### src/rtl/bus_wait_pkg.sv
package bus_wait_pkg;

    localparam int NUM_REQ   = 2;
    localparam int REQ_CPU   = 0;
    localparam int REQ_DMA   = 1;
    localparam int SLOT_W    = 4;
    localparam int PWD_WORDS = 8;
    localparam int PWD_WAITS = 16;
    localparam int BROM_WAITS = 1;
    localparam int PERI_READ_WAITS = 2;

    typedef enum logic [3:0] {
        RG_NONE, RG_SRAM, RG_PERA, RG_PERB, RG_PERC, RG_LRAM,
        RG_XBUS, RG_OTP, RG_FLASH, RG_PWD, RG_BROM
    } region_e;

    typedef enum logic [1:0] {
        HOLD_NONE, HOLD_PERI, HOLD_XBUS
    } hold_e;

    typedef struct packed {
        region_e region;
        logic    we;
    } acc_t;

    function automatic region_e slot_region(input logic [SLOT_W-1:0] slot);
        case (slot)
            4'd0:                 return RG_SRAM;
            4'd1:                 return RG_PERA;
            4'd2:                 return RG_PERB;
            4'd3:                 return RG_PERC;
            4'd4:                 return RG_LRAM;
            4'd8, 4'd9, 4'd10, 4'd11: return RG_XBUS;
            4'd12:                return RG_OTP;
            4'd13:                return RG_FLASH;
            4'd15:                return RG_BROM;
            default:              return RG_NONE;
        endcase
    endfunction

    function automatic logic dma_barred(input region_e r);
        return (r == RG_PERB) || (r == RG_PERC) || (r == RG_OTP) ||
               (r == RG_FLASH) || (r == RG_PWD) || (r == RG_BROM);
    endfunction

    function automatic logic hold_ok(input hold_e h, input logic prdy, input logic xrdy);
        case (h)
            HOLD_PERI: return prdy;
            HOLD_XBUS: return xrdy;
            default:   return 1'b1;
        endcase
    endfunction

endpackage

### src/rtl/bus_wait_plan.sv
module bus_wait_plan
    import bus_wait_pkg::*;
#(
    parameter int AW     = 16,
    parameter int PW     = 4,
    parameter int CW     = 6,
    parameter bit IS_DMA = 1'b0
) (
    input  logic [AW-1:0] addr,
    input  logic          we,
    input  logic          seq,
    input  logic [PW-1:0] xb_wait,
    input  logic [PW-1:0] fl_page_wait,
    input  logic [PW-1:0] fl_rand_wait,
    input  logic          wbuf_en,
    input  logic          wbuf_full,
    input  logic          held,
    input  logic          b2b,
    output region_e       region,
    output logic          deny,
    output logic [CW-1:0] waits,
    output hold_e         hold
);
    localparam int LOW_W = AW - SLOT_W;
    localparam logic [LOW_W-1:0] PWD_START = LOW_W'((1 << LOW_W) - PWD_WORDS);

    logic [SLOT_W-1:0] slot;
    logic [LOW_W-1:0]  low;
    logic [CW-1:0]     xb_eff, pg_eff, rd_eff, rd_raw, base;

    assign slot = addr[AW-1 -: SLOT_W];
    assign low  = addr[LOW_W-1:0];

    always_comb begin
        region = slot_region(slot);
        if (region == RG_FLASH && low >= PWD_START) begin
            region = RG_PWD;
        end
    end

    assign deny = (region == RG_NONE) || (IS_DMA && dma_barred(region));

    always_comb begin
        xb_eff = (xb_wait == '0) ? CW'(1) : CW'(xb_wait);
        pg_eff = (fl_page_wait == '0) ? CW'(1) : CW'(fl_page_wait);
        rd_raw = CW'(fl_rand_wait);
        rd_eff = (rd_raw < pg_eff) ? pg_eff : rd_raw;
    end

    always_comb begin
        base = '0;
        hold = HOLD_NONE;
        case (region)
            RG_PERA: hold = HOLD_PERI;
            RG_PERB: begin
                base = we ? CW'(b2b) : CW'(PERI_READ_WAITS);
                hold = HOLD_PERI;
            end
            RG_PERC:  base = we ? '0 : CW'(PERI_READ_WAITS);
            RG_XBUS: begin
                if (!(we && wbuf_en && !wbuf_full)) begin
                    base = xb_eff;
                    hold = HOLD_XBUS;
                end
            end
            RG_OTP:   base = rd_eff;
            RG_FLASH: base = seq ? pg_eff : rd_eff;
            RG_PWD:   base = CW'(PWD_WAITS);
            RG_BROM:  base = CW'(BROM_WAITS);
            default:  base = '0;
        endcase
    end

    assign waits = base + CW'(held);

endmodule

### src/rtl/bus_wait_chan.sv
module bus_wait_chan
    import bus_wait_pkg::*;
#(
    parameter int CW = 6
) (
    input  logic          clk,
    input  logic          rst,
    input  logic          start,
    input  acc_t          acc_in,
    input  logic [CW-1:0] waits,
    input  hold_e         hold_in,
    input  logic          prdy,
    input  logic          xrdy,
    output logic          done,
    output logic          busy,
    output acc_t          acc_cur
);
    logic          busy_q;
    logic [CW-1:0] cnt_q;
    hold_e         hold_q;
    acc_t          acc_q;

    assign busy    = busy_q;
    assign acc_cur = busy_q ? acc_q : acc_in;

    always_comb begin
        if (busy_q) begin
            done = (cnt_q == '0) && hold_ok(hold_q, prdy, xrdy);
        end else begin
            done = start && (waits == '0) && hold_ok(hold_in, prdy, xrdy);
        end
    end

    always_ff @(posedge clk) begin
        if (rst) begin
            busy_q <= 1'b0;
            cnt_q  <= '0;
            hold_q <= HOLD_NONE;
            acc_q  <= '0;
        end else if (busy_q) begin
            if (done) begin
                busy_q <= 1'b0;
            end else if (cnt_q != '0) begin
                cnt_q <= cnt_q - 1'b1;
            end
        end else if (start && !done) begin
            busy_q <= 1'b1;
            cnt_q  <= (waits == '0) ? '0 : waits - 1'b1;
            hold_q <= hold_in;
            acc_q  <= acc_in;
        end
    end

    a_r13_count_down: assert property (@(posedge clk) disable iff (rst)
        (busy_q && cnt_q != '0) |=> (busy_q && cnt_q == $past(cnt_q) - 1'b1));

    a_r13_no_early_ready: assert property (@(posedge clk) disable iff (rst)
        (busy_q && cnt_q != '0) |-> !done);

    a_r4_fixed_never_stretched: assert property (@(posedge clk) disable iff (rst)
        (busy_q && cnt_q == '0 && hold_q == HOLD_NONE) |-> done);

    a_r13_single_outstanding: assert property (@(posedge clk) disable iff (rst)
        done |=> !busy_q);

endmodule

### src/rtl/bus_wait_ctrl.sv
module bus_wait_ctrl
    import bus_wait_pkg::*;
#(
    parameter int AW = 16,
    parameter int PW = 4
) (
    input  logic          clk,
    input  logic          rst,
    input  logic          cpu_req,
    input  logic          cpu_we,
    input  logic [AW-1:0] cpu_addr,
    input  logic          cpu_seq,
    output logic          cpu_rdy,
    output logic          cpu_err,
    input  logic          dma_req,
    input  logic          dma_we,
    input  logic [AW-1:0] dma_addr,
    output logic          dma_rdy,
    output logic          dma_err,
    input  logic [PW-1:0] xb_wait,
    input  logic [PW-1:0] fl_page_wait,
    input  logic [PW-1:0] fl_rand_wait,
    input  logic          wbuf_en,
    input  logic          wbuf_full,
    input  logic          xrdy,
    input  logic          prdy
);
    localparam int CW = PW + 2;

    logic [NUM_REQ-1:0] req_v, we_v, seq_v, busy_v, done_v, deny_v;
    logic [NUM_REQ-1:0] want_ext, lose_v, start_v, err_v, held_v, b2b_v, ext_busy;
    logic [AW-1:0]      addr_a [NUM_REQ];
    region_e            reg_a  [NUM_REQ];
    acc_t               cur_a  [NUM_REQ];

    assign req_v = {dma_req, cpu_req};
    assign we_v  = {dma_we, cpu_we};
    assign seq_v = {1'b0, cpu_seq};
    assign addr_a[REQ_CPU] = cpu_addr;
    assign addr_a[REQ_DMA] = dma_addr;

    // The processor wins a same-cycle tie on the external bus.
    assign lose_v[REQ_CPU] = want_ext[REQ_CPU] && ext_busy[REQ_DMA];
    assign lose_v[REQ_DMA] = want_ext[REQ_DMA] && (ext_busy[REQ_CPU] || want_ext[REQ_CPU]);

    generate
        for (genvar g = 0; g < NUM_REQ; g++) begin : g_req
            logic [CW-1:0] waits;
            hold_e         hold;
            acc_t          acc_in;
            logic          held_r, b2b_r;

            bus_wait_plan #(
                .AW(AW), .PW(PW), .CW(CW), .IS_DMA(g == REQ_DMA)
            ) u_plan (
                .addr(addr_a[g]), .we(we_v[g]), .seq(seq_v[g]),
                .xb_wait(xb_wait), .fl_page_wait(fl_page_wait),
                .fl_rand_wait(fl_rand_wait), .wbuf_en(wbuf_en),
                .wbuf_full(wbuf_full), .held(held_r), .b2b(b2b_r),
                .region(reg_a[g]), .deny(deny_v[g]), .waits(waits), .hold(hold)
            );

            assign acc_in = '{region: reg_a[g], we: we_v[g]};

            bus_wait_chan #(.CW(CW)) u_chan (
                .clk(clk), .rst(rst), .start(start_v[g]), .acc_in(acc_in),
                .waits(waits), .hold_in(hold), .prdy(prdy), .xrdy(xrdy),
                .done(done_v[g]), .busy(busy_v[g]), .acc_cur(cur_a[g])
            );

            assign want_ext[g] = !busy_v[g] && req_v[g] && !deny_v[g] && (reg_a[g] == RG_XBUS);
            assign start_v[g]  = !busy_v[g] && req_v[g] && !deny_v[g] && !lose_v[g];
            assign err_v[g]    = !busy_v[g] && req_v[g] && deny_v[g];
            assign ext_busy[g] = busy_v[g] && (cur_a[g].region == RG_XBUS);

            always_ff @(posedge clk) begin
                if (rst) begin
                    held_r <= 1'b0;
                    b2b_r  <= 1'b0;
                end else begin
                    if (lose_v[g]) begin
                        held_r <= 1'b1;
                    end else if (start_v[g] || !req_v[g]) begin
                        held_r <= 1'b0;
                    end
                    b2b_r <= done_v[g] && (cur_a[g].region == RG_PERB) && cur_a[g].we;
                end
            end

            assign held_v[g] = held_r;
            assign b2b_v[g]  = b2b_r;
        end
    endgenerate

    assign cpu_rdy = done_v[REQ_CPU];
    assign cpu_err = err_v[REQ_CPU];
    assign dma_rdy = done_v[REQ_DMA];
    assign dma_err = err_v[REQ_DMA];

    a_r10_bus_exclusive: assert property (@(posedge clk) disable iff (rst)
        !(ext_busy[REQ_CPU] && ext_busy[REQ_DMA]));

    a_r10_loser_pays: assert property (@(posedge clk) disable iff (rst)
        (held_v[REQ_DMA] && start_v[REQ_DMA]) |-> !dma_rdy);

    a_r6_dma_never_ready_barred: assert property (@(posedge clk) disable iff (rst)
        dma_rdy |-> !dma_barred(cur_a[REQ_DMA].region));

    a_r7_ready_error_exclusive: assert property (@(posedge clk) disable iff (rst)
        !(cpu_rdy && cpu_err) && !(dma_rdy && dma_err));

    a_r5_back_to_back_extra: assert property (@(posedge clk) disable iff (rst)
        (b2b_v[REQ_CPU] && start_v[REQ_CPU] && cpu_we && reg_a[REQ_CPU] == RG_PERB) |-> !cpu_rdy);

endmodule

### config.mk
export PLATFORM = sky130hd
export DESIGN_NAME = bus_wait_ctrl
export DESIGN_NICKNAME = d
export VERILOG_FILES = /design/src/rtl/bus_wait_pkg.sv /design/src/rtl/bus_wait_plan.sv /design/src/rtl/bus_wait_chan.sv /design/src/rtl/bus_wait_ctrl.sv
export SDC_FILE = /design/constraint.sdc
export NUM_CORES = 1
export LEC_CHECK = 0
export BUFFER_PORTS_ARGS = -buffer_cell sky130_fd_sc_hd__buf_2
export CAP_MARGIN = 40
export CORE_MARGIN = 2
export CORE_UTILIZATION = 58
export DETAILED_ROUTE_END_ITERATION = 7
export PLACE_DENSITY = 0.83
export SYNTH_ARGS = -nofsm -noshare
export SYNTH_HDL_FRONTEND = slang
export SYNTH_HIERARCHICAL = 1
export SYNTH_SLANG_ARGS = --single-unit
### constraint.sdc
create_clock -name clk -period 4.81 [get_ports clk]
set_input_delay 0.7215 -clock clk [delete_from_list [all_inputs] [get_ports clk]]
set_output_delay 0.7215 -clock clk [all_outputs]
set_load 0.1 [all_outputs]
### Word-level counts from Yosys, hierarchy flattened

Memories as Yosys holds them, arrays and structs flattened.
Cells that the tools add are included.

* add/sub/neg operators: 6
* eq/ne operators: 34
* reductions and logical operators: 73
* multipliers: 0
* bitwise operators: 2
* muxes and demuxes: 50
* shift-type cells: 0
* magnitude comparators: 3
* divide/modulo/power cells: 0

Operators by type and width (count)
* two-way mux 6 bit: 13
* case mux 6 bit (7 select lines): 1
* case mux 6 bit (6 select lines): 1
* == test 4 x 3 -> 1 bit (second input constant): 8
* == test 4 bit (second input constant): 8
* logical AND 1 bit: 32
* == test 4 x 2 -> 1 bit (second input constant): 6
* >= comparator 12 bit (second input constant): 2
* logical NOT 6 bit: 4
* subtractor 6 x 1 -> 6 bit (second input constant): 4
* two-way mux 4 bit: 5
* logical NOT 4 bit: 4
* two-way mux 1 bit: 16
* adder 6 x 1 -> 6 bit: 2
* two-way mux 2 bit: 6
* nonzero test 6 bit: 2
* logical NOT 1 bit: 11
* two-way mux 5 bit: 2
* logical OR 1 bit: 9
* == test 2 x 1 -> 1 bit (second input constant): 4
* == test 2 bit (second input constant): 4
* inequality test 2 bit (second input constant): 4
* case mux 1 bit (2 select lines): 4
* case mux 2 bit (2 select lines): 2
* other kinds (6): 14

* bits in latches: 0
* output and inout bits: 4
* memories kept: 2
* memory bits (writable): 0
* logic and storage cells: 184
* flip-flop bits (word level): 32
* bits in read-only memories: 128

Memories
* (no name shown): depth 16, width 4, rd ports 1, clocked after Yosys merged registers in 0, wr ports 0, line bus_wait_pkg.sv:27 `case (slot)`
* (no name shown): depth 16, width 4, rd ports 1, clocked after Yosys merged registers in 0, wr ports 0, line bus_wait_pkg.sv:27

### Logic depth before layout (Yosys ltp)

Gate-level depths: netlist of run 1.
An unclocked memory read counts as a cell.

* word-level depth: 24
* mapped depth: 18

### Cells and area by module

The synthesis of run 1 kept the hierarchy.

By module, submodules not included
* bus_wait_chan: area each 980.9 um2, sequential area each 280.3 um2, times used 2, cells each 106
* bus_wait_plan (g_req[0].u_plan): area each 737.0 um2, sequential area each 0.0 um2, times used 1, cells each 103
* bus_wait_plan (g_req[1].u_plan): area each 665.6 um2, sequential area each 0.0 um2, times used 1, cells each 99
* bus_wait_ctrl: area each 264.0 um2, sequential area each 80.1 um2, times used 1, cells each 30

### Least setup slack after synthesis of run 1

OpenSTA, ideal clock, no wires.

* kind: input to output
* start: input fl_page_wait[3]
* end: output dma_rdy
* path slack: -0.708 ns
* data arrival time: 4.796 ns
* cell stages on the path: 13
* path through: inv_1 ha_1 a211o_1 a31oi_2 and4b_1 a311o_1 or2_1 ha_1 inv_1 ha_1 nor2b_1 nand4_1 mux2i_1

* longest elaborated chain between the ends: 10

Ends and longest elaborated chain
* start, declared: line bus_wait_ctrl.sv:21 `input logic [PW-1:0] fl_page_wait,`
* logical NOT 4 bit: line bus_wait_plan.sv:45 `pg_eff = (fl_page_wait == '0) ? CW'(1) : CW'(fl_page_wait);`
* two-way mux 4 bit (*): line bus_wait_plan.sv:45
* < comparator 4 x 6 -> 1 bit: line bus_wait_plan.sv:47 `rd_eff = (rd_raw < pg_eff) ? pg_eff : rd_raw;`
* two-way mux 6 bit (*): line bus_wait_plan.sv:47
* case mux 6 bit (6 select lines) (*): line bus_wait_plan.sv:53 `case (region)`
* adder 6 x 1 -> 6 bit (*): line bus_wait_plan.sv:74 `assign waits = base + CW'(held);`
* named net g_req[1].waits[1]: line bus_wait_ctrl.sv:48 `logic [CW-1:0] waits;`
* logical NOT 6 bit (*): line bus_wait_chan.sv:30 `done = start && (waits == '0) && hold_ok(hold_in, prdy, xrdy);`
* logical AND 1 bit (*) (2 in series): line bus_wait_chan.sv:30
* two-way mux 1 bit (*): line bus_wait_chan.sv:27 `if (busy_q) begin`
* end, declared: line bus_wait_ctrl.sv:18 `output logic dma_rdy,`

Mark *: on every way through the listed nets, which the timed path passes. The rest lies on a longest branch.

### Worst setup path in the final report of run 1

* start: input fl_rand_wait[3]
* end: output dma_rdy

* longest elaborated chain between the ends: 8

Ends and longest elaborated chain
* start, declared: line bus_wait_ctrl.sv:22 `input logic [PW-1:0] fl_rand_wait,`
* < comparator 4 x 6 -> 1 bit: line bus_wait_plan.sv:47
* two-way mux 6 bit: line bus_wait_plan.sv:47
* case mux 6 bit (6 select lines): line bus_wait_plan.sv:53
* adder 6 x 1 -> 6 bit: line bus_wait_plan.sv:74
* named net g_req[1].waits[1]: line bus_wait_ctrl.sv:48
* logical NOT 6 bit: line bus_wait_chan.sv:30
* logical AND 1 bit (2 in series): line bus_wait_chan.sv:30
* two-way mux 1 bit: line bus_wait_chan.sv:27

The timed path passes the listed nets, and every way through them passes these cells.

==> results of run 1 <==
-- worst max-delay path by stage --
stage	startpoint	endpoint	slack [ns]
2_1_floorplan	fl_page_wait[3]	dma_rdy	0.19
3_3_place_gp	cpu_addr[12]	cpu_rdy	0.25
3_5_place_dp	cpu_addr[12]	cpu_rdy	0.11
4_1_cts	cpu_addr[12]	cpu_rdy	0.11
5_1_grt	cpu_addr[12]	cpu_rdy	0.02
6_report	fl_rand_wait[3]	dma_rdy	0.20
-- power groups by stage --
stage	Clock, mW	Combinational [mW]	Sequential, mW
floorplan	0	0.464	0.337
finish	0.291	0.612	0.344
CTS	0.295	0.605	0.344
detailed placement	0	0.600	0.349
global placement	0	0.579	0.346
global route	0.302	0.672	0.351
-- state kept, by name, summed over array words and instances, names as in the netlist --
| name | cells |
|---|---|
| g_req.u_chan/cnt_q | 12 |
| g_req.u_chan/acc_q | 10 |
| g_req.held_r | 2 |
| g_req.b2b_r | 2 |
| g_req.u_chan/hold_q | 4 |
| g_req.u_chan/busy | 2 |
-- layout by cell type, fill, tap and decap left out, types with 4 or more instances in the layout --
cell	synthesis	layout
clkbuf_8	0	7
and3b_1	4	4
xor2_1	13	13
inv_1	38	38
conb_1	3	7
nand2_1	26	26
o21ai_0	6	6
nor3_2	5	5
ha_1	32	32
or4_1	4	4
nor3_1	23	23
nand3_1	10	10
or3_1	7	7
mux2i_1	20	17
buf_4	2	15
buf_2	2	50
a311o_1	4	4
nand4b_1	4	4
nand2b_1	13	13
dfxtp_1	32	32
nor2b_1	5	4
a21oi_1	22	21
nand3b_1	4	4
nand4_1	6	6
nor3b_1	8	8
nor2_1	39	39
a311oi_1	5	5
a22oi_1	4	4
mux2_2	14	14
a31oi_1	4	4
-- stage by stage --
stage	instance area [um^2]	hold slack, ns	worst slack (ns)	instances
6_report	4230	0.478	0.201	585
5_1_grt	4230	0.510	0.0229	585
4_1_cts	4200	0.479	0.111	583
3_5_place_dp	4070	0.468	0.112	575
3_3_place_gp	4070	0.464	0.254	575
2_1_floorplan	3670	0.446	0.192	448
-- logic make-up (layout without fill, tap and decap cells) --
group	count (synthesis)	in the layout	synth area share, %
AND/OR/NAND/NOR	180	180	29.0
buffers and inverters	51	113	6.17
flip-flops	32	32	17.7
XOR/XNOR	14	14	3.38
AO/OA/AOI/OAI	96	96	21.9
adder cells (fa/ha/maj)	32	32	11.0
other	3	7	0.310
multiplexers	36	36	10.6
-- cells in the mapped netlist, types with 3 or more instances --
| library cell | instances | area (um^2) |
|---|---|---|
| ha_1 | 32 | 400 |
| a211oi_1 | 3 | 22.5 |
| mux2_2 | 14 | 158 |
| mux2i_1 | 20 | 200 |
| o21ai_0 | 6 | 30.0 |
| o32ai_1 | 3 | 26.3 |
| nor2_1 | 39 | 146 |
| a311o_1 | 4 | 40.0 |
| nand4b_1 | 4 | 35.0 |
| a22oi_1 | 4 | 30.0 |
| nand3_1 | 10 | 50.1 |
| conb_1 | 3 | 11.3 |
| inv_1 | 38 | 143 |
| a211o_1 | 3 | 26.3 |
| clkbuf_1 | 6 | 22.5 |
| a31oi_1 | 4 | 25.0 |
| and3b_1 | 4 | 35.0 |
| a21o_1 | 3 | 22.5 |
| or3_1 | 7 | 43.8 |
| nand2_1 | 26 | 97.6 |
| nand2b_1 | 13 | 81.3 |
| nand3b_1 | 4 | 30.0 |
| nor2b_1 | 5 | 31.3 |
| nand4_1 | 6 | 37.5 |
| a311oi_1 | 5 | 43.8 |
| nor3b_1 | 8 | 60.1 |
| a21oi_1 | 22 | 110 |
| a31o_2 | 3 | 26.3 |
| xor2_1 | 13 | 114 |
| or4_1 | 4 | 30.0 |
| nand4bb_1 | 3 | 33.8 |
| buf_6 | 3 | 33.8 |
| o21ai_1 | 3 | 15.0 |
| dfxtp_1 | 32 | 641 |
| nor3_2 | 5 | 50.1 |
| nor3_1 | 23 | 115 |
| nor4bb_1 | 3 | 30.0 |
-- tightest hold or removal path, delay by kind of cell, from the launching register on --
kind | cells | cell delay, ns
AO/OA/AOI/OAI | 1 | 0.06
AND/OR/NAND/NOR | 1 | 0.06
flip-flops | 1 | 0.32
-- per-layer routing --
layer	wire, um	vias up	global-route usage, %
met4	190	0	7.60
met5	0	-	0
met1	3970	1698	31.7
li1	-	1768	-
met2	4380	108	45.9
met3	377	21	3.38
-- cell type report --
cell class                      count  share of cell area, %
Multi-Input combinational cell    365                   66.7
Inverter                           38                   3.37
Clock inverter                      1                  0.710
Tap cell                           75                   2.22
Timing Repair Buffer               67                   9.53
Clock buffer                        7                   2.28
Sequential cell                    32                   15.1
-- what timing repair did --
item	CTS	global route
setup endpoints to repair	0	1
endpoints found under the hold margin	0	0
setup buffers	0	2
resized for setup	0	5
==> flow_summary.json, run 1 <==
{
  "register_area_um2": 641,
  "share_of_the_core_filled_with_cells_in_the_final_layout_pct": 70.6,
  "antenna_found_initial": 0,
  "final_wirelength_um": 8920,
  "yosys_register_bits": 32,
  "layout-area-overhead-vs-synth_pct": 16.6,
  "drt_first_pass_iters": 5,
  "yosys_warnings": 6,
  "synth_flop_cell": "dfxtp_1",
  "post-route-period-util_pct": 95.8,
  "die_height_um": 83.1,
  "start_util_pct": 60.6,
  "cp_most_frequent_cell": "ha_1",
  "io_pins": 59,
  "slew_viol_final": 0,
  "p_sw_uw": 493,
  "rr_startpoint": "g_req[0].u_chan/busy",
  "globalRouteTotalUtil_pct": 25.6,
  "post-route-drc-count": 0,
  "hold_class": "flop to flop",
  "dpl.hpwl_um": 6890,
  "fill_cells": 492,
  "rsz_0062_raised_after_global_routing": "false",
  "rr_worst_depth": 9,
  "power.sequential.fraction_pct": 27.6,
  "crit_cells": 14,
  "drt.antenna.violating_nets": 0,
  "clkSlewWorstSetupHoldPaths_ns": 0.07,
  "io_buffers": 52,
  "leakagePower_nw": 1.84,
  "drive_gt1_share_pct": 24.9,
  "worst_r2r_endpoint": "g_req[1].u_chan/hold_q[1]",
  "setup-tns-final_ns": 0,
  "tritoncts.num_buffers": 5,
  "combinationalPowerShare_pct": 49.1,
  "syn-mean-instance-area_um2": 8.17,
  "clock_insertion_delay_worst_skew_ns": 0.29,
  "nNetsFinal": 596,
  "setup_violations": 0,
  "die_width_um": 83.1,
  "critical_path_buf_inv_count": 3,
  "grt_max_degree": 38,
  "maxClockFrequency_ghz": 0.217,
  "coreArea_um2": 5990,
  "cts_root_cell": "clkbuf_8",
  "design.die.area_um2": 6900,
  "clock_sinks": 32,
  "cap_violations": 0,
  "crit_fanout": 5,
  "worst-setup-path-type": "primary input to primary output",
  "tritoncts_clock_tree": "yes",
  "multi_input_area_um2": 2820,
  "power.ir.vdd_worst_v": 0.000230,
  "arrival_ns": 3.89,
  "post_synth_inst_count": 444,
  "antenna_cells": 0,
  "routedWlPerCell_um": 15.2,
  "status": "complete, no violations",
  "timing.max_slew.rel_slack_pct": 50.0,
  "postSynth.asyncResetShare_pct": 0,
  "power.density_cell_area_nw_per_um2": 295,
  "switching_share_pct": 39.6,
  "worstSetupEndpointType": "primary output",
  "grt_pass1_wl_um": 14900,
  "post-layout-total-power_mw": 1.25,
  "wp_data_required_ns": 4.09,
  "min_delay_worst_endpoint": "g_req[0].held_r",
  "cts.htree.levels": 2,
  "vias_after_detailed_routing": 3595,
  "synth_edf_count": 0,
  "timing.critical_path.cells": "buf_2 > ha_1 > a211o_1 > a31oi_2 > and4b_1 > a311o_1 > or2_1 > ha_1 > inv_1 > ha_1 > nor2b_1 > nand4_1 > mux2i_4 > buf_12",
  "drtIter0Drc": 174,
  "kind_of_cell_adding_the_most_delay_to_the_critical_path": "compound AO/OA/AOI/OAI gates",
  "timing.final.crit_period_ns": 4.61,
  "clkPwrFrac_pct": 23.3,
  "cts_hold_repair.buffers": 0,
  "worst_hold_path.num_cells": 2,
  "hp-start": "g_req[0].held_r",
  "worst_pin_slew_ns": 0.751,
  "worstSetupStartpointType": "primary input",
  "cell_internal_pwr_uw": 753,
  "grt.overflow.total": 0,
  "report.final.hold_viol_count": 0,
  "setup.reg_to_reg.worst_slack_ns": 1.76,
  "critical-path-slowest-cell": "ha_1",
  "worst_path_largest_cell_delay_ns": 0.35,
  "globalplace.congestion": 0.915,
  "mappedNetlistArea_um2": 3630,
  "row_count": 28,
  "synth_sequential_area_ratio_pct": 17.7,
  "yosysUniqueCellTypes": 77,
  "ctsLongestPathBuffers": 2,
  "final.setup_skew_ns": 0.00496,
  "vias_in_the_first_global_route": 3338,
  "avgViaCountPerCell": 6.15
}
Power figures use the tool's default switching activity.
==> inputs of run 2 (changes only) <==
--- a/config.mk
+++ b/config.mk
@@ -5,7 +5,7 @@
 export SDC_FILE = /design/constraint.sdc
 export NUM_CORES = 1
 export LEC_CHECK = 0
-export BUFFER_PORTS_ARGS = -buffer_cell sky130_fd_sc_hd__buf_2
+export BUFFER_PORTS_ARGS = -buffer_cell sky130_fd_sc_hd__buf_4
 export CAP_MARGIN = 40
 export CORE_MARGIN = 2
 export CORE_UTILIZATION = 58
==> flow_summary.json, run 2 (synthesis gave the netlist of run 1 again) <==
{
  "crit_fanout": 5,
  "hold_class": "flop to flop",
  "post-route-period-util_pct": 96.3,
  "final_common_cell": "buf_4",
  "tritoncts_clock_tree": "yes",
  "postPlaceCellArea_um2": 4170,
  "wp_data_required_ns": 4.09,
  "drt.antenna.violating_nets": 0,
  "fin_hold_ws_ns": 0.478,
  "status": "complete, no violations",
  "routedWlPerCell_um": 15.5,
  "power.density_cell_area_nw_per_um2": 283,
  "die_width_um": 83.1,
  "finish.instance_area_um2": 4320,
  "antenna_found_initial": 0,
  "cts_root_cell": "clkbuf_8",
  "placed_cells": 575,
  "grt_pass1_wl_um": 15500,
  "drtIter0Drc": 192,
  "arrival_ns": 3.91,
  "clock_sinks": 32,
  "cap_violations": 0,
  "setup.reg_to_reg.worst_slack_ns": 1.63,
  "instances_no_fill": 586,
  "setup_violations": 0,
  "worstSetupStartpointType": "primary input",
  "slew_viol_final": 0,
  "max_ffs_per_register": 12,
  "vias_in_the_first_global_route": 3494,
  "vias_after_detailed_routing": 3589,
  "design.die.area_um2": 6900,
  "final.setup_skew_ns": 0.00850,
  "final_wirelength_um": 9060,
  "post-route-drc-count": 0,
  "dpl.hpwl_um": 6950,
  "antenna_cells": 0,
  "report.final.hold_viol_count": 0,
  "avgViaCountPerCell": 6.12,
  "kind_of_cell_adding_the_most_delay_to_the_critical_path": "simple AND/OR/NAND/NOR gates",
  "tritoncts.num_buffers": 5,
  "grt.overflow.total": 0,
  "registers.top_by_ff_count": "g_req.u_chan/cnt_q",
  "leakagePower_nw": 1.88,
  "die_height_um": 83.1,
  "worst_path_largest_cell_delay_ns": 0.35,
  "critical-path-slowest-cell": "ha_1",
  "cts.htree.levels": 2,
  "cp_most_frequent_cell": "ha_1",
  "worst_pin_slew_ns": 0.724,
  "timing.critical_path.cells": "buf_4 > inv_1 > ha_1 > mux2_2 > a21o_1 > and3b_1 > o21ai_0 > o311ai_1 > or2_2 > ha_1 > inv_1 > ha_1 > nor2b_1 > nand4_1 > mux2i_4 > buf_8",
  "drt_first_pass_iters": 4,
  "io_pins": 59,
  "reg_top3": "g_req.u_chan/cnt_q (12), g_req.u_chan/acc_q (10), g_req.u_chan/hold_q (4)",
  "globalRouteTotalUtil_pct": 26.2,
  "row_count": 28,
  "clkSlewWorstSetupHoldPaths_ns": 0.07,
  "critical_path_buf_inv_count": 4,
  "maxClockFrequency_ghz": 0.216,
  "clock_insertion_delay_worst_skew_ns": 0.28,
  "layout-area-overhead-vs-synth_pct": 19.1,
  "coreArea_um2": 5990,
  "io_buffers": 52,
  "grt_max_degree": 38,
  "worstSetupEndpointType": "primary output",
  "worst-setup-path-type": "primary input to primary output",
  "ctsLongestPathBuffers": 2,
  "globalplace.congestion": 0.924,
  "timing.final.crit_period_ns": 4.63,
  "layout.cells.most_common_list": "66 x buf_4, 39 x nor2_1, 38 x inv_1",
  "drive_gt1_share_pct": 24.5,
  "power.ir.vdd_worst_v": 0.000244,
  "timing.max_slew.rel_slack_pct": 51.6,
  "start_util_pct": 60.6,
  "nNetsFinal": 597
}
[run 2: stage by stage]
stage          setup WS (ns)  power [mW]  util [%]  TNS [ns]
4_1_cts               0.0420        1.21      71.4         0
5_1_grt             -0.00140        1.31      72.1  -0.00140
3_5_place_dp          0.0744       0.952      69.6         0
2_1_floorplan          0.192       0.801         -         0
6_report               0.179        1.22      72.1         0
3_3_place_gp           0.179       0.928      69.6         0
[run 2: final cells by class]
cell class,count,area [um^2]
multi-input cells,365,2810
fillers,484,1670
flip-flops and latches,32,641
repair buffers,68,531
inverters,38,143
well taps,75,93.8
clock buffers,6,72.6
clock inverters,2,35.0
[run 2: path summary, 6_finish.rpt]
| path | depth (start not counted) | end | start |
|---|---|---|---|
| worst max-delay path | 16 | cpu_rdy | cpu_addr[12] |
| worst min register to register | 2 | g_req[0].held_r | g_req[0].held_r |
| worst max register to register | 9 | g_req[1].u_chan/hold_q[0] | g_req[0].u_chan/busy |
| worst min-delay path | 2 | g_req[0].held_r | g_req[0].held_r |
[run 2: power by group]
part | total, mW | switching, mW | internal (mW)
combinational | 0.625 | 0.344 | 0.280
clock | 0.255 | 0.101 | 0.154
sequential | 0.344 | 0.0433 | 0.301
[run 2: worst reg2reg max path, delay by kind of cell (launching register included)]
kind                   cells  cell delay, ns
AO/OA/AOI/OAI              3            1.04
buffers and inverters      2            0.42
flip-flops                 1            0.79
multiplexers               2            0.64
AND/OR/NAND/NOR            2            0.17
[run 2: timing repair]
| action | CTS | global route |
|---|---|---|
| buffers inserted | 0 | 3 |
| setup endpoints to repair | 0 | 2 |
| hold buffers | 0 | 0 |
| gates resized for setup | 0 | 7 |
[run 2: routing by layer]
layer,vias up,GRT usage [%],share of wire (%),routed length (um)
met2,103,48.2,50,4500
li1,1769,-,-,-
met5,-,0,0,0
met1,1705,32.3,45,4040
met3,12,3.78,4.7,424
met4,0,5.07,1.0,91
==> inputs of run 3 (changes only) <==
--- a/config.mk
+++ b/config.mk
@@ -13,5 +13,4 @@
 export PLACE_DENSITY = 0.83
 export SYNTH_ARGS = -nofsm -noshare
 export SYNTH_HDL_FRONTEND = slang
-export SYNTH_HIERARCHICAL = 1
 export SYNTH_SLANG_ARGS = --single-unit
==> flow_summary.json, run 3 <==
{
  "status": "complete, no violations",
  "cap_violations": 0,
  "slew_viol_final": 0,
  "setup-tns-final_ns": 0,
  "hold_class": "flop to flop",
  "power.sequential.fraction_pct": 30.7,
  "die_height_um": 80.4,
  "power.density_cell_area_nw_per_um2": 261,
  "worst-setup-path-type": "primary input to primary output",
  "cts_root_cell": "clkbuf_8",
  "leakagePower_nw": 1.70,
  "critical-path-slowest-cell": "ha_2",
  "design.die.area_um2": 6470,
  "start_util_pct": 60.8,
  "synth_edf_count": 0,
  "post-route-drc-count": 0,
  "vias_in_the_first_global_route": 3276,
  "synth.net_count": 540,
  "post_synth_inst_count": 459,
  "met2_wirelength_um": 4240,
  "ctsLongestPathBuffers": 2,
  "coreArea_um2": 5570,
  "yosys_warnings": 0,
  "reg_top3": "g_req.u_chan.cnt_q (12), g_req.u_chan.acc_q (10), g_req.u_chan.hold_q (4)",
  "drt_first_pass_iters": 5,
  "crit_fanout": 12,
  "final.setup_skew_ns": 0.0129,
  "fill_cells": 459,
  "grt_pass1_wl_um": 14800,
  "yosys_register_bits": 32,
  "registers.top_by_ff_count": "g_req.u_chan.cnt_q",
  "report.final.hold_viol_count": 0,
  "grt_max_degree": 37,
  "clkPwrFrac_pct": 19.4,
  "globalplace.congestion": 0.894,
  "power.ir.vdd_worst_v": 0.000194,
  "cts.htree.levels": 2,
  "maxClockFrequency_ghz": 0.216,
  "antenna_cells": 0,
  "max_ffs_per_register": 12,
  "combinationalPowerShare_pct": 49.9,
  "rsz_0062_raised_after_global_routing": "false",
  "met3_wire_length_um": 653,
  "switching_share_pct": 42.4,
  "arrival_ns": 3.92,
  "nNetsFinal": 592,
  "worstSetupStartpointType": "primary input",
  "final_wirelength_um": 9170,
  "drtIter0Drc": 240,
  "layout.cells.most_common_list": "65 x buf_4, 56 x nor2_1, 39 x nand2_1",
  "yosysUniqueCellTypes": 79,
  "io_pins": 59,
  "register_area_um2": 641,
  "synthTopCellsByArea": "dfxtp_1 19%, ha_1 9.6%, nor2_1 6.2%",
  "synth_sequential_area_ratio_pct": 18.9,
  "timing.max_slew.rel_slack_pct": 59.5,
  "clock_sinks": 32,
  "cell_internal_pwr_uw": 603,
  "drive_gt1_share_pct": 19.8,
  "grt.overflow.total": 0,
  "vias_after_detailed_routing": 3688,
  "fin_hold_ws_ns": 0.465,
  "timing.final.crit_period_ns": 4.64,
  "setup_violations": 0,
  "synthMostInstantiatedCell": "nor2_1",
  "netlist.area_leader.share_pct": 18.9,
  "critical_path_buf_inv_count": 5,
  "postSynth.asyncResetShare_pct": 0,
  "p_sw_uw": 444,
  "clock_insertion_delay_worst_skew_ns": 0.30,
  "globalRouteTotalUtil_pct": 28.5,
  "mappedNetlistArea_um2": 3390,
  "synth_flop_cell": "dfxtp_1",
  "die_width_um": 80.4,
  "row_count": 27,
  "dpl.hpwl_um": 7000,
  "tritoncts_clock_tree": "yes",
  "multi_input_area_um2": 2550,
  "avgViaCountPerCell": 6.33,
  "route.top_layer_used": "met4",
  "wp_data_required_ns": 4.09,
  "synthDominantAreaCellType": "dfxtp_1",
  "io_buffers": 52,
  "clkSlewWorstSetupHoldPaths_ns": 0.08,
  "worstSetupEndpointType": "primary output",
  "syn-mean-instance-area_um2": 7.38,
  "post_synth_most_frequent_cells": "56 x nor2_1, 39 x nand2_1, 34 x inv_1, 32 x dfxtp_1, 26 x ha_1",
  "kind_of_cell_adding_the_most_delay_to_the_critical_path": "adder cells",
  "antenna_found_initial": 0,
  "post-route-period-util_pct": 96.4,
  "tritoncts.num_buffers": 5,
  "met1_length_um": 4150,
  "worst_path_largest_cell_delay_ns": 0.39,
  "routedWlPerCell_um": 15.7,
  "drt.antenna.violating_nets": 0,
  "timing.critical_path.cells": "buf_4 > inv_1 > ha_2 > buf_4 > and3b_1 > a21oi_1 > nor4_1 > a221o_1 > or2_2 > ha_1 > inv_1 > ha_1 > and3_1 > nand2_1 > o31ai_4 > buf_12",
  "layout-area-overhead-vs-synth_pct": 18.3,
  "final_common_cell": "buf_4",
  "worst_pin_slew_ns": 0.600
}
[run 3: cells by family after synthesis]
kind of cell / after synthesis / share of synthesized area [%]
AO/OA/AOI/OAI: 129 / 29.1
XOR/XNOR: 6 / 1.55
adder cells (fa/ha/maj): 26 / 9.60
buffers and inverters: 56 / 6.76
flip-flops: 32 / 18.9
multiplexers: 11 / 3.32
AND/OR/NAND/NOR: 199 / 30.7
[run 3: cell type report]
class                      instances  share of cell area [%]
sequential                        32                    16.0
clock buffer                       5                    1.72
inverter                          35                    3.28
clock inverter                     2                   0.312
tap                               72                    2.25
multi-input combinational        371                    63.8
timing repair buffer              66                    12.7
[run 3: worst paths after layout]
| path | from | depth (start not counted) | end | slack, ns |
|---|---|---|---|---|
| hold / removal | g_req[0].u_chan.acc_q[2] | 2 | g_req[0].u_chan.acc_q[2] | 0.47 |
| setup / recovery | cpu_addr[12] | 16 | cpu_rdy | 0.17 |
| hold reg to reg | g_req[0].u_chan.acc_q[2] | 2 | g_req[0].u_chan.acc_q[2] | 0.47 |
| setup reg to reg | g_req[0].b2b_r | 14 | g_req[0].u_chan.cnt_q[4] | 1.77 |
[run 3: layer usage]
layer  global-route usage (%)  vias up
li1                         -     1811
met1                     38.7     1707
met2                     46.3      155
met3                     4.72       15
met4                     8.47        0
met5                        0        -
[run 3: per-stage QoR]
stage	util, %	std cells	setup slack, ns	total power [mW]	area [um^2]
4_1_cts	71.4	583	0.0271	1.04	3980
3_3_place_gp	69.9	576	0.135	0.815	3900
2_1_floorplan	-	459	-0.0531	0.700	3410
6_report	71.9	583	0.173	1.05	4010
3_5_place_dp	69.9	576	0.0469	0.830	3900
5_1_grt	71.9	583	0.0130	1.12	4010
[run 3: repair_timing]
item / CTS / global route
resized for setup: 0 / 6
setup buffers: 0 / 0
hold buffers: 0 / 0
endpoints found under the setup margin: 0 / 2
[run 3: power by group through the flow]
stage          Combinational (mW)  Sequential [mW]  Clock (mW)
2_1_floorplan               0.386            0.314           0
3_3_place_gp                0.490            0.325           0
3_5_place_dp                0.504            0.326           0
4_1_cts                     0.507            0.320       0.210
5_1_grt                     0.573            0.326       0.217
6_report                    0.523            0.321       0.203
[run 3: worst register-to-register path: cells and delay by family (launching register included)]
| family | cells | cell delay, ns |
|---|---|---|
| simple gates | 8 | 1.46 |
| compound gates | 2 | 0.30 |
| flops | 1 | 0.30 |
| buf+inv | 1 | 0.11 |
| fa+ha+maj | 3 | 0.76 |
